### config.mk
export PLATFORM = sky130hd
export DESIGN_NAME = strobe_print_sink
export DESIGN_NICKNAME = d
export VERILOG_FILES = /design/src/rtl/strobe_print_sink.sv
export SDC_FILE = /design/constraint.sdc
export NUM_CORES = 1
export LEC_CHECK = 0
export BUFFER_PORTS_ARGS = -buffer_cell sky130_fd_sc_hd__clkbuf_2
export CORE_ASPECT_RATIO = 0.8
export CORE_MARGIN = 10
export CORE_UTILIZATION = 45
export DETAILED_ROUTE_END_ITERATION = 10
export PLACE_DENSITY_LB_ADDON = 0.15
export SETUP_SLACK_MARGIN = 0.3
export SLEW_MARGIN = 20
export SYNTH_ARGS = -nofsm -noshare
export SYNTH_HDL_FRONTEND = slang
export SYNTH_SLANG_ARGS = --single-unit
### constraint.sdc
create_clock -name clk -period 1.49 [get_ports clk]
set_input_delay 0.149 -clock clk [delete_from_list [all_inputs] [get_ports clk]]
set_output_delay 0.149 -clock clk [all_outputs]
set_load 0.02 [all_outputs]
### src/rtl/strobe_print_sink.sv
module strobe_print_sink #(
  parameter int PRINT_CYCLES = 8
) (
  input  logic       clk,
  input  logic       rst_n,
  input  logic [7:0] pdata,
  input  logic       xfer_req,
  output logic       ready,
  output logic [7:0] last_char,
  output logic [7:0] printed_count,
  output logic       overrun
);

  localparam int CW = (PRINT_CYCLES > 1) ? $clog2(PRINT_CYCLES) : 1;
  localparam logic [CW-1:0] LOAD = CW'(PRINT_CYCLES - 1);

  logic          req_s1, req_s2, req_d;
  logic          req_rise;
  logic          busy;
  logic [CW-1:0] remain;
  logic [7:0]    held;

  assign req_rise = req_s2 & ~req_d;

  always_ff @(posedge clk or negedge rst_n) begin
    if (!rst_n) begin
      req_s1 <= 1'b0;
      req_s2 <= 1'b0;
      req_d  <= 1'b0;
    end else begin
      req_s1 <= xfer_req;
      req_s2 <= req_s1;
      req_d  <= req_s2;
    end
  end

  always_ff @(posedge clk or negedge rst_n) begin
    if (!rst_n) begin
      ready         <= 1'b0;
      busy          <= 1'b0;
      remain        <= '0;
      held          <= '0;
      last_char     <= '0;
      printed_count <= '0;
      overrun       <= 1'b0;
    end else begin
      if (busy) begin
        if (remain == '0) begin
          busy          <= 1'b0;
          ready         <= 1'b1;
          last_char     <= held;
          printed_count <= printed_count + 8'd1;
        end else begin
          remain <= remain - 1'b1;
        end
      end else if (ready && req_rise) begin
        busy   <= 1'b1;
        ready  <= 1'b0;
        held   <= pdata;
        remain <= LOAD;
      end else begin
        ready <= 1'b1;
      end
      if (req_rise && !ready)
        overrun <= 1'b1;
    end
  end

endmodule

==> qor.log, run 1 <==
qor: status.outcome complete, no violations
qor: synthesis.synth_warnings 0
qor: job.max-cap-violations 0
qor: synthesis.ys_seq_area_share 59.8%
qor: drt.wl 3140 um
qor: grt.grt_overflow_total 0
qor: critical_path.cp_data_arrival_time 1.48 ns
qor: synthesis.mappedNetlistArea 1380 um2
qor: grt.largest_net_degree_at_the_start_of_global_routing 22
qor: placement.gpl.final_weighted_congestion 0.758
qor: synthesis.syn-mean-instance-area 12.1 um2
qor: synthesis.synth_enable_flop_cells 0
qor: die.die-width 81.9 um
qor: drt.ant_nets 0
qor: grt.antenna_found_initial 0
qor: grt.first_pass_grt_wire_length 4970 um
qor: hold_path.hold_path.class in2reg
qor: sta.worst_slew_pin_slew 0.527 ns
qor: pwr.finalPower 3.85 mW
qor: critical_path.critical_path.max_fanout 6
qor: sta.timing.final.hold_violations 0
qor: drt.drc 0
qor: cells_and_area.design.final.nets 179
qor: die.die_area 5700 um2
qor: grt.vias_in_the_first_global_route 1042
qor: placement.port_buffers 28
qor: drt.avgRoutedWirePerCell 15.4 um
qor: placement.preCtsSetupSlack 0.0575 ns
qor: clock_network.cts_max_path_buffers 2
qor: die.io_pins 29
qor: cells_and_area.stdcell_area 1870 um2
qor: clock_network.worst_setup_hold_path_clk_slew 0.07 ns
qor: clock_network.ctsHtreeMaxLevel 2
qor: critical_path.crit_path_top_delay_cell dfrtp_1
qor: sta.period_utilisation_layout 87.6%
qor: clock_network.clk_latency 0.29 ns
qor: die.num_rows 17
qor: placement.hpwlAfterDp 2030 um
qor: grt.grt_use_total 11.3%
qor: die.die_height 69.5 um
qor: sta.setup_violations 0
qor: die.initial_utilization 48.4%
qor: cells_and_area.post-route-util 65.5%
qor: sta.final_critical_path_setup_slack 0.184 ns
qor: sta.report.final.slew_viol_count 0
qor: cells_and_area.multiInputGateArea 561 um2
qor: cells_and_area.post_route_cells_drive_above_1_share 45.2%
qor: cells_and_area.layout.filler_cells 234
qor: critical_path.max_stage_delay 0.39 ns
qor: pwr.power_dens_cells 2060 nW/um2
qor: synthesis.synth.lib_cells_used.distinct 27
qor: critical_path.timing.setup.critical_path_class reg2reg
qor: cells_and_area.antenna_cells 0
qor: sta.maxSlewHeadroom 64.8%
qor: clock_network.clk_root_buffer_cell clkbuf_8
qor: drt.drtPass1Iterations 3
qor: synthesis.asyncSetResetFlopFracSynth 100%
qor: cells_and_area.sequential_cell_area 828 um2
qor: pwr.power.ir.vdd_worst 0.940 mV
qor: placement.placed_inst_area 1560 um2
qor: critical_path.endpoint_kind flip-flop
qor: sta.final.setup.tns 0 ns
qor: critical_path.cp-start-kind flip-flop
qor: clock_network.tritoncts.num_buffers 5
qor: synthesis.synthTopCellsByArea dfrtp_1 (60%), nand2_1 (7.6%), mux2_2 (7.3%)
qor: drt.routed_via_density 4.92
qor: sta.period_needed 1.31 ns
qor: sta.rsz0062_at_grt yes
qor: cells_and_area.syn_to_final_growth 35.4%
qor: critical_path.crit_path_cell_trace inv_2 > ha_4 > nand3b_4 > buf_4 > mux2_2
qor: synthesis.synth-main-ff-cell dfrtp_1
qor: clock_network.cts_num_sinks 33
qor: synthesis.synth_nets 128
qor: pwr.power.static_leakage 0.966 nW
qor: drt.vias 1004
qor: drt.first_iter_violations 51
qor: sta.fmax 0.766 GHz
qor: sta.fin_worst_skew 0.00780 ns
qor: clock_network.cts_tree yes
qor: die.core_area 2850 um2
qor: synthesis.ys_seq_elements 33
qor: critical_path.timing.critical_path.required 1.67 ns
qor: synthesis.yosysTopAreaCellShare 59.8%
qor: synthesis.postSynthCellCount 114
qor: synthesis.post-synth-top-area-cell dfrtp_1
-- final timing paths --
kind                                     to  slack, ns  cells past startpoint      start
max                            last_char[3]       0.18                      5  remain[0]
min                                 held[4]       0.05                      3   pdata[4]
min in group asynchronous  printed_count[1]       0.37                      2      rst_n
max in group asynchronous           held[1]       0.60                      3      rst_n
max reg2reg                    last_char[3]       0.18                      5  remain[0]
min reg2reg                          req_s2       0.35                      0     req_s1
-- worst max-delay path, delay by kind of cell (launching register included) --
family | cells | cell delay (ns)
flip-flops | 1 | 0.39
multiplexers | 1 | 0.26
buffers and inverters | 2 | 0.25
adder cells (fa/ha/maj) | 1 | 0.17
AND/OR/NAND/NOR | 1 | 0.13
-- power breakdown --
part / leakage (nW) / internal (mW) / total, mW / switching [mW]
registers: 0.405 / 1.24 / 1.52 / 0.278
clock network: 0.0585 / 0.545 / 0.867 / 0.322
logic: 0.503 / 0.709 / 1.47 / 0.758
total: 0.966 / 2.50 / 3.85 / 1.36
-- cell type report --
cell class | count | area share, %
well taps | 38 | 2.55
clock inverters | 1 | 1.61
multi-input cells | 73 | 30.0
repair buffers | 47 | 15.9
inverters | 5 | 1.00
clock buffers | 7 | 4.62
flip-flops and latches | 33 | 44.3
-- cells in the mapped netlist (2+ instances only) --
cell type / n
inv_1: 5
o21ai_0: 2
nand2_1: 28
xor2_1: 4
xnor2_1: 4
dfrtp_1: 33
buf_6: 3
nor2_1: 2
nand3_1: 3
mux2_2: 9
nor3_1: 3
ha_1: 3
-- metrics by stage --
stage	std cells	hold slack (ns)
after floorplan	114	-0.147
after global placement	179	0.135
after detailed placement	179	0.150
after CTS	197	0.0423
after global routing	204	0.0627
final	204	0.0487
-- sequential cells by signal, indices dropped and copies added (netlist names) --
signal         count
remain             3
ready              1
req_d              1
req_s2             1
busy               1
req_s1             1
printed_count      8
last_char          8
held               8
overrun            1
-- layout by cell type (no fill, tap or decap), types with 2 or more instances in the layout --
| cell type | synthesis | layout |
|---|---|---|
| mux2_2 | 9 | 9 |
| buf_6 | 3 | 3 |
| nand3_1 | 3 | 3 |
| xor2_1 | 4 | 4 |
| dfrtp_1 | 33 | 31 |
| dfrtp_2 | 0 | 2 |
| nand2_1 | 28 | 27 |
| xnor2_1 | 4 | 4 |
| dlygate4sd3_1 | 0 | 2 |
| ha_1 | 3 | 2 |
| nor2_1 | 2 | 2 |
| buf_4 | 0 | 13 |
| inv_2 | 0 | 2 |
| inv_1 | 5 | 3 |
| clkbuf_8 | 0 | 6 |
| o21ai_0 | 2 | 2 |
| clkbuf_2 | 0 | 29 |
-- what timing repair did --
item                                    in CTS  in global routing
buffers inserted                             8                  6
pin swaps                                    2                  9
endpoints found under the setup margin      27                 29
gates cloned                                 0                  1
hold buffers                                 2                  0
resized for setup                            6                  6
hold endpoints to repair                    20                  0
-- cell families (layout without fill, tap and decap cells) --
logic type | Yosys count | after routing | synth area share, %
AOI/OAI and AO/OA | 5 | 5 | 2.18
xor gates and xnor gates | 8 | 8 | 5.08
adders and majority gates | 3 | 3 | 2.72
buffers and inverters | 9 | 60 | 4.17
DFF | 33 | 33 | 59.8
muxes | 9 | 9 | 7.34
and+or+nand+nor | 47 | 48 | 18.7
-- layer usage --
metal	global-route usage (%)	share of wire [%]	up-vias
li1	-	-	478
met1	13.1	42	502
met2	17.3	50	19
met3	4.78	6.7	5
met4	5.62	1.7	0
met5	0	0	-
(Power assumes the default switching activity.)
==> run 2, diff against run 1 <==
SETUP_SLACK_MARGIN = 0.2   (was 0.3)
==> qor.log, run 2 (same netlist as run 1, synthesis figures left out) <==
qor: die.core_area 2850 um2 [unchanged]
qor: drt.ant_nets 0 [unchanged]
qor: critical_path.endpoint_kind flip-flop [unchanged]
qor: job.max-cap-violations 0 [unchanged]
qor: sta.fmax 0.738 GHz [was 0.766 GHz]
qor: grt.antenna_found_initial 0 [unchanged]
qor: die.die_area 5700 um2 [unchanged]
qor: cells_and_area.layout.cells.most_common_list dfrtp_1 (32), nand2_1 (28), clkbuf_2 (28) [was dfrtp_1 (31), clkbuf_2 (29), nand2_1 (27)]
qor: cells_and_area.antenna_cells 0 [unchanged]
qor: sta.rsz0062_at_grt yes [unchanged]
qor: critical_path.timing.critical_path.required 1.65 ns [was 1.67 ns]
qor: clock_network.tritoncts.num_buffers 5 [unchanged]
qor: sta.worst_hold_slack 0.0622 ns [was 0.0487 ns]
qor: drt.first_iter_violations 86 [was 51]
qor: placement.hpwlAfterDp 1930 um [was 2030 um]
qor: sta.report.final.slew_viol_count 0 [unchanged]
qor: clock_network.clk_root_buffer_cell clkbuf_8 [unchanged]
qor: sta.final.setup.tns 0 ns [unchanged]
qor: status.outcome complete, no violations [unchanged]
qor: sta.period_utilisation_layout 91.0% [was 87.6%]
qor: critical_path.cp-start-kind flip-flop [unchanged]
qor: clock_network.cts_max_path_buffers 2 [unchanged]
qor: die.initial_utilization 48.4% [unchanged]
qor: drt.drc 0 [unchanged]
qor: sta.period_needed 1.36 ns [was 1.31 ns]
qor: drt.wl 2740 um [was 3140 um]
qor: clock_network.cts_tree yes [unchanged]
qor: placement.gpl.final_weighted_congestion 0.714 [was 0.758]
qor: placement.preCtsSetupSlack 0.0662 ns [was 0.0575 ns]
qor: cells_and_area.layout.cells.most_common dfrtp_1 [unchanged]
qor: drt.routed_via_density 4.67 [was 4.92]
qor: cells_and_area.post_route_cells_drive_above_1_share 37.8% [was 45.2%]
qor: grt.grt_use_total 10.2% [was 11.3%]
qor: grt.vias_in_the_first_global_route 959 [was 1042]
qor: clock_network.ctsHtreeMaxLevel 2 [unchanged]
qor: sta.worst_slew_pin_slew 0.474 ns [was 0.527 ns]
qor: die.die-width 81.9 um [unchanged]
qor: sta.final_critical_path_setup_slack 0.135 ns [was 0.184 ns]
qor: die.num_rows 17 [unchanged]
qor: clock_network.worst_setup_hold_path_clk_slew 0.06 ns [was 0.07 ns]
qor: critical_path.cp_data_arrival_time 1.52 ns [was 1.48 ns]
qor: grt.first_pass_grt_wire_length 4510 um [was 4970 um]
qor: hold_path.hold_path.class in2reg [unchanged]
qor: die.die_height 69.5 um [unchanged]
qor: placement.placed_cells 178 [was 179]
qor: sta.timing.final.hold_violations 0 [unchanged]
qor: sta.maxSlewHeadroom 68.4% [was 64.8%]
qor: cells_and_area.design.final.nets 169 [was 179]
qor: drt.avgRoutedWirePerCell 14.1 um [was 15.4 um]
qor: clock_network.cts_num_sinks 33 [unchanged]
qor: cells_and_area.largest_registers_in_the_final_layout held (8), last_char (8), printed_count (8) [unchanged]
qor: pwr.power.ir.vdd_worst 1.12 mV [was 0.940 mV]
qor: placement.port_buffers 28 [unchanged]
qor: critical_path.timing.setup.critical_path_class reg2reg [unchanged]
qor: cells_and_area.syn_to_final_growth 26.0% [was 35.4%]
qor: cells_and_area.stdcell_count 194 [was 204]
qor: grt.grt_overflow_total 0 [unchanged]
qor: grt.largest_net_degree_at_the_start_of_global_routing 21 [was 22]
qor: pwr.power_dens_cells 1980 nW/um2 [was 2060 nW/um2]
qor: sta.fin_worst_skew 0.00265 ns [was 0.00780 ns]
qor: drt.drtPass1Iterations 4 [was 3]
qor: pwr.power.static_leakage 0.896 nW [was 0.966 nW]
qor: clock_network.clk_latency 0.27 ns [was 0.29 ns]
qor: die.io_pins 29 [unchanged]
qor: drt.vias 906 [was 1004]
qor: critical_path.critical_path.max_fanout 7 [was 6]
qor: sta.setup_violations 0 [unchanged]
## run 2: final cells by class
| cell class | instances | area, um2 |
|---|---|---|
| fillers | 237 | 1110 |
| flip-flops and latches | 33 | 827 |
| multi-input cells | 72 | 529 |
| repair buffers | 38 | 236 |
| clock buffers | 8 | 80.1 |
| well taps | 38 | 47.5 |
| inverters | 5 | 18.8 |
## run 2: repair_timing
action / in CTS / in global routing
gates resized for setup: 4 / 3
endpoints found under the setup margin: 21 / 23
setup buffers: 4 / 2
pin swaps: 1 / 4
endpoints found under the hold margin: 20 / 0
hold buffers: 2 / 0
## run 2: metrics by stage
stage	power, mW	cell area, um2	utilization [%]
final	3.44	1740	61.0
after global routing	3.71	1740	61.0
after CTS	3.42	1710	59.8
after detailed placement	2.70	1560	54.6
after global placement	2.65	1560	54.6
after floorplan	2.36	1390	-
## run 2: layer usage
| metal | track usage (%) | vias up | routed length (um) |
|---|---|---|---|
| met3 | 5.43 | 4 | 201 |
| met4 | 3.93 | 0 | 25 |
| li1 | - | 455 | - |
| met2 | 15.1 | 19 | 1330 |
| met5 | 0 | - | 0 |
| met1 | 11.9 | 428 | 1190 |
## run 2: worst paths after layout
kind                           start           end  slack (ns)  cells after the start
max                        remain[1]  last_char[0]        0.13                      5
min                         pdata[0]       held[0]        0.06                      3
max reg2reg                remain[1]  last_char[0]        0.13                      5
min reg2reg                   req_s1        req_s2        0.35                      0
max in group asynchronous      rst_n          busy        0.56                      3
min in group asynchronous      rst_n  last_char[4]        0.36                      2
## run 2: where the power goes
part,switching [mW],internal [mW],total (mW),leakage (nW)
combinational,0.688,0.620,1.31,0.452
clock,0.293,0.331,0.625,0.0395
sequential,0.272,1.24,1.51,0.405
## run 2: worst max-delay path: stages, from the launching register on
cell and delay, ns:
dfrtp_1 0.38, inv_2 0.08, ha_4 0.17, nand3b_4 0.16, buf_6 0.17, mux2_4 0.28
==> run 3, diff against run 2 <==
REMOVE_ABC_BUFFERS = 1   (was default)
==> qor.log, run 3 (same netlist as run 1, synthesis figures left out) <==
qor: status.outcome complete, no violations [unchanged]
qor: cells_and_area.antenna_cells 0 [unchanged]
qor: grt.grt_overflow_total 0 [unchanged]
qor: pwr.power.static_leakage 0.891 nW [was 0.896 nW]
qor: clock_network.worst_setup_hold_path_clk_slew 0.06 ns [about the same]
qor: placement.gpl.final_weighted_congestion 0.708 [was 0.714]
qor: hold_path.hold_path.class in2reg [unchanged]
qor: pwr.power.ir.vdd_worst 1.01 mV [was 1.12 mV]
qor: sta.period_needed 1.32 ns [was 1.36 ns]
qor: die.die_area 5700 um2 [unchanged]
qor: pwr.p_switching 1.24 mW [was 1.25 mW]
qor: pwr.internal_power 2.22 mW [was 2.19 mW]
qor: sta.final.setup.tns 0 ns [unchanged]
qor: drt.first_iter_violations 41 [was 86]
qor: sta.report.final.slew_viol_count 0 [unchanged]
qor: cells_and_area.largest_registers_in_the_final_layout held (8), last_char (8), printed_count (8) [unchanged]
qor: grt.first_pass_grt_wire_length 4620 um [was 4510 um]
qor: cells_and_area.design.final.nets 169 [unchanged]
qor: critical_path.reg2regPathDepth 5 [unchanged]
qor: clock_network.cts_tree yes [unchanged]
qor: cells_and_area.layout.filler_cells 240 [was 237]
qor: placement.hpwlAfterDp 1850 um [was 1930 um]
qor: critical_path.crit_path_cell_trace inv_2 > ha_4 > nand3b_4 > buf_6 > mux2_2 [was inv_2 > ha_4 > nand3b_4 > buf_6 > mux2_4]
qor: clock_network.cts_num_sinks 33 [unchanged]
qor: pwr.p_sw_share 35.8% [was 36.4%]
qor: sta.timing.final.hold_violations 0 [unchanged]
qor: placement.placed_cells 180 [was 178]
qor: pwr.seq_power_share 43.6% [was 43.9%]
qor: cells_and_area.post_route_cells_drive_above_1_share 40.0% [was 37.8%]
qor: hold_path.timing.hold.worst.start pdata[3] [was pdata[0]]
qor: placement.placed_inst_area 1560 um2 [about the same]
qor: drt.drtPass1Iterations 4 [unchanged]
qor: sta.maxSlewHeadroom 72.5% [was 68.4%]
qor: drt.routed_via_density 4.69 [was 4.67]
qor: clock_network.tritoncts.num_buffers 5 [unchanged]
qor: critical_path.r2r_start remain[1] [unchanged]
qor: sta.period_utilisation_layout 88.7% [was 91.0%]
qor: die.die-width 81.9 um [unchanged]
qor: clock_network.ctsHtreeMaxLevel 2 [unchanged]
qor: placement.preCtsSetupSlack 0.0532 ns [was 0.0662 ns]
qor: cells_and_area.syn_to_final_growth 25.6% [was 26.0%]
qor: drt.wl 2600 um [was 2740 um]
qor: die.core_area 2850 um2 [unchanged]
qor: placement.port_buffers 28 [unchanged]
qor: pwr.finalPower 3.46 mW [was 3.44 mW]
qor: drt.drc 0 [unchanged]
qor: sta.rsz0062_at_grt yes [unchanged]
qor: critical_path.critical_path.max_fanout 8 [was 7]
qor: cells_and_area.layout.cells.most_common dfrtp_1 [unchanged]
qor: critical_path.timing.rr.end last_char[7] [was last_char[0]]
qor: critical_path.worst-r2r-setup-slack 0.17 ns [was 0.13 ns]
qor: critical_path.max_stage_delay 0.36 ns [was 0.38 ns]
qor: grt.antenna_found_initial 0 [unchanged]
qor: critical_path.timing.setup.critical_path_class reg2reg [unchanged]
qor: clock_network.clk_latency 0.27 ns [about the same]
qor: pwr.power_dens_cells 2000 nW/um2 [was 1980 nW/um2]
qor: pwr.p_comb_share 37.5% [was 38.0%]
qor: hold_path.hold_depth 3 [unchanged]
qor: critical_path.crit_path_top_delay_cell dfrtp_1 [unchanged]
qor: clock_network.clk_root_buffer_cell clkbuf_8 [unchanged]
qor: grt.largest_net_degree_at_the_start_of_global_routing 34 [was 21]
qor: drt.ant_nets 0 [unchanged]
qor: cells_and_area.layout.cells.most_common_list dfrtp_1 (32), nand2_1 (28), clkbuf_2 (28) [unchanged]
qor: critical_path.cp-start-kind flip-flop [unchanged]
qor: hold_path.whs_endpoint held[3] [was held[0]]
qor: critical_path.cp_data_arrival_time 1.48 ns [was 1.52 ns]
qor: die.io_pins 29 [unchanged]
qor: sta.setup_violations 0 [unchanged]
qor: cells_and_area.multiInputGateArea 522 um2 [was 529 um2]
qor: grt.vias_in_the_first_global_route 965 [was 959]
qor: cells_and_area.stdcell_count 193 [was 194]
qor: die.die_height 69.5 um [unchanged]
qor: cells_and_area.stdcell_area 1730 um2 [was 1740 um2]
qor: clock_network.cts_max_path_buffers 2 [unchanged]
qor: drt.avgRoutedWirePerCell 13.5 um [was 14.1 um]
qor: cells_and_area.sequential_cell_area 827 um2 [unchanged]
qor: pwr.clkPwrFrac 18.9% [was 18.1%]
qor: critical_path.endpoint_kind flip-flop [unchanged]
qor: sta.worst_slew_pin_slew 0.413 ns [was 0.474 ns]
qor: drt.vias 905 [was 906]
qor: critical_path.critPathTopFamily flip-flops [unchanged]
qor: sta.final_critical_path_setup_slack 0.168 ns [was 0.135 ns]
qor: critical_path.timing.critical_path.required 1.65 ns [about the same]
qor: critical_path.critPathBufInv 2 [unchanged]
qor: grt.grt_use_total 10.2% [about the same]
qor: job.max-cap-violations 0 [unchanged]
qor: sta.fin_worst_skew 0.00419 ns [was 0.00265 ns]
qor: die.initial_utilization 48.4% [unchanged]
qor: sta.fmax 0.757 GHz [was 0.738 GHz]
qor: die.num_rows 17 [unchanged]
[run 3: worst max path at each step]
stage | depth (start not counted) | to | startpoint | slack, ns
2_1_floorplan | 5 | printed_count[7] | remain[0] | 0.12
3_3_place_gp | 6 | printed_count[6] | remain[0] | 0.1
3_5_place_dp | 5 | last_char[7] | remain[0] | 0.05
4_1_cts | 6 | printed_count[6] | remain[1] | 0.18
5_1_grt | 6 | printed_count[4] | remain[1] | 0.1
6_report | 5 | last_char[7] | remain[1] | 0.17
[run 3: per-stage QoR]
step | hold slack (ns) | util (%)
floorplan | -0.147 | -
global placement | 0.191 | 54.7
detailed placement | 0.198 | 54.7
CTS | 0.0584 | 60.2
global route | 0.0645 | 60.8
finish | 0.0648 | 60.8
[run 3: worst reg2reg max path, cell delays in order, from the launching register on]
cell	delay, ns
dfrtp_1	0.36
inv_2	0.06
ha_4	0.17
nand3b_4	0.13
buf_6	0.16
mux2_2	0.33
[run 3: timing repair]
action | CTS | global route
hold buffers | 2 | 0
pin swaps | 5 | 2
hold endpoints to repair | 34 | 0
resized for setup | 6 | 5
buffers inserted | 4 | 0
endpoints found under the setup margin | 19 | 19
[run 3: routing by layer]
metal | GRT usage [%] | vias up | wire length, um
met3 | 5.30 | 2 | 154
met2 | 15.8 | 15 | 1220
met5 | 0 | - | 0
li1 | - | 454 | -
met1 | 12.1 | 434 | 1210
met4 | 2.25 | 0 | 10
[run 3: area by class of cell]
type / instances / area share [%]
flip-flops and latches: 33 / 47.7
multi-input cells: 72 / 30.1
repair buffers: 38 / 13.4
clock buffers: 7 / 4.98
well taps: 38 / 2.74
inverters: 5 / 1.08
[run 3: power groups by stage]
stage          Sequential [mW]  Combinational [mW]  Clock (mW)
2_1_floorplan             1.67               0.603           0
3_3_place_gp              1.50                1.15           0
3_5_place_dp              1.52                1.18           0
4_1_cts                   1.51                1.30       0.671
5_1_grt                   1.57                1.43       0.727
6_report                  1.51                1.30       0.653
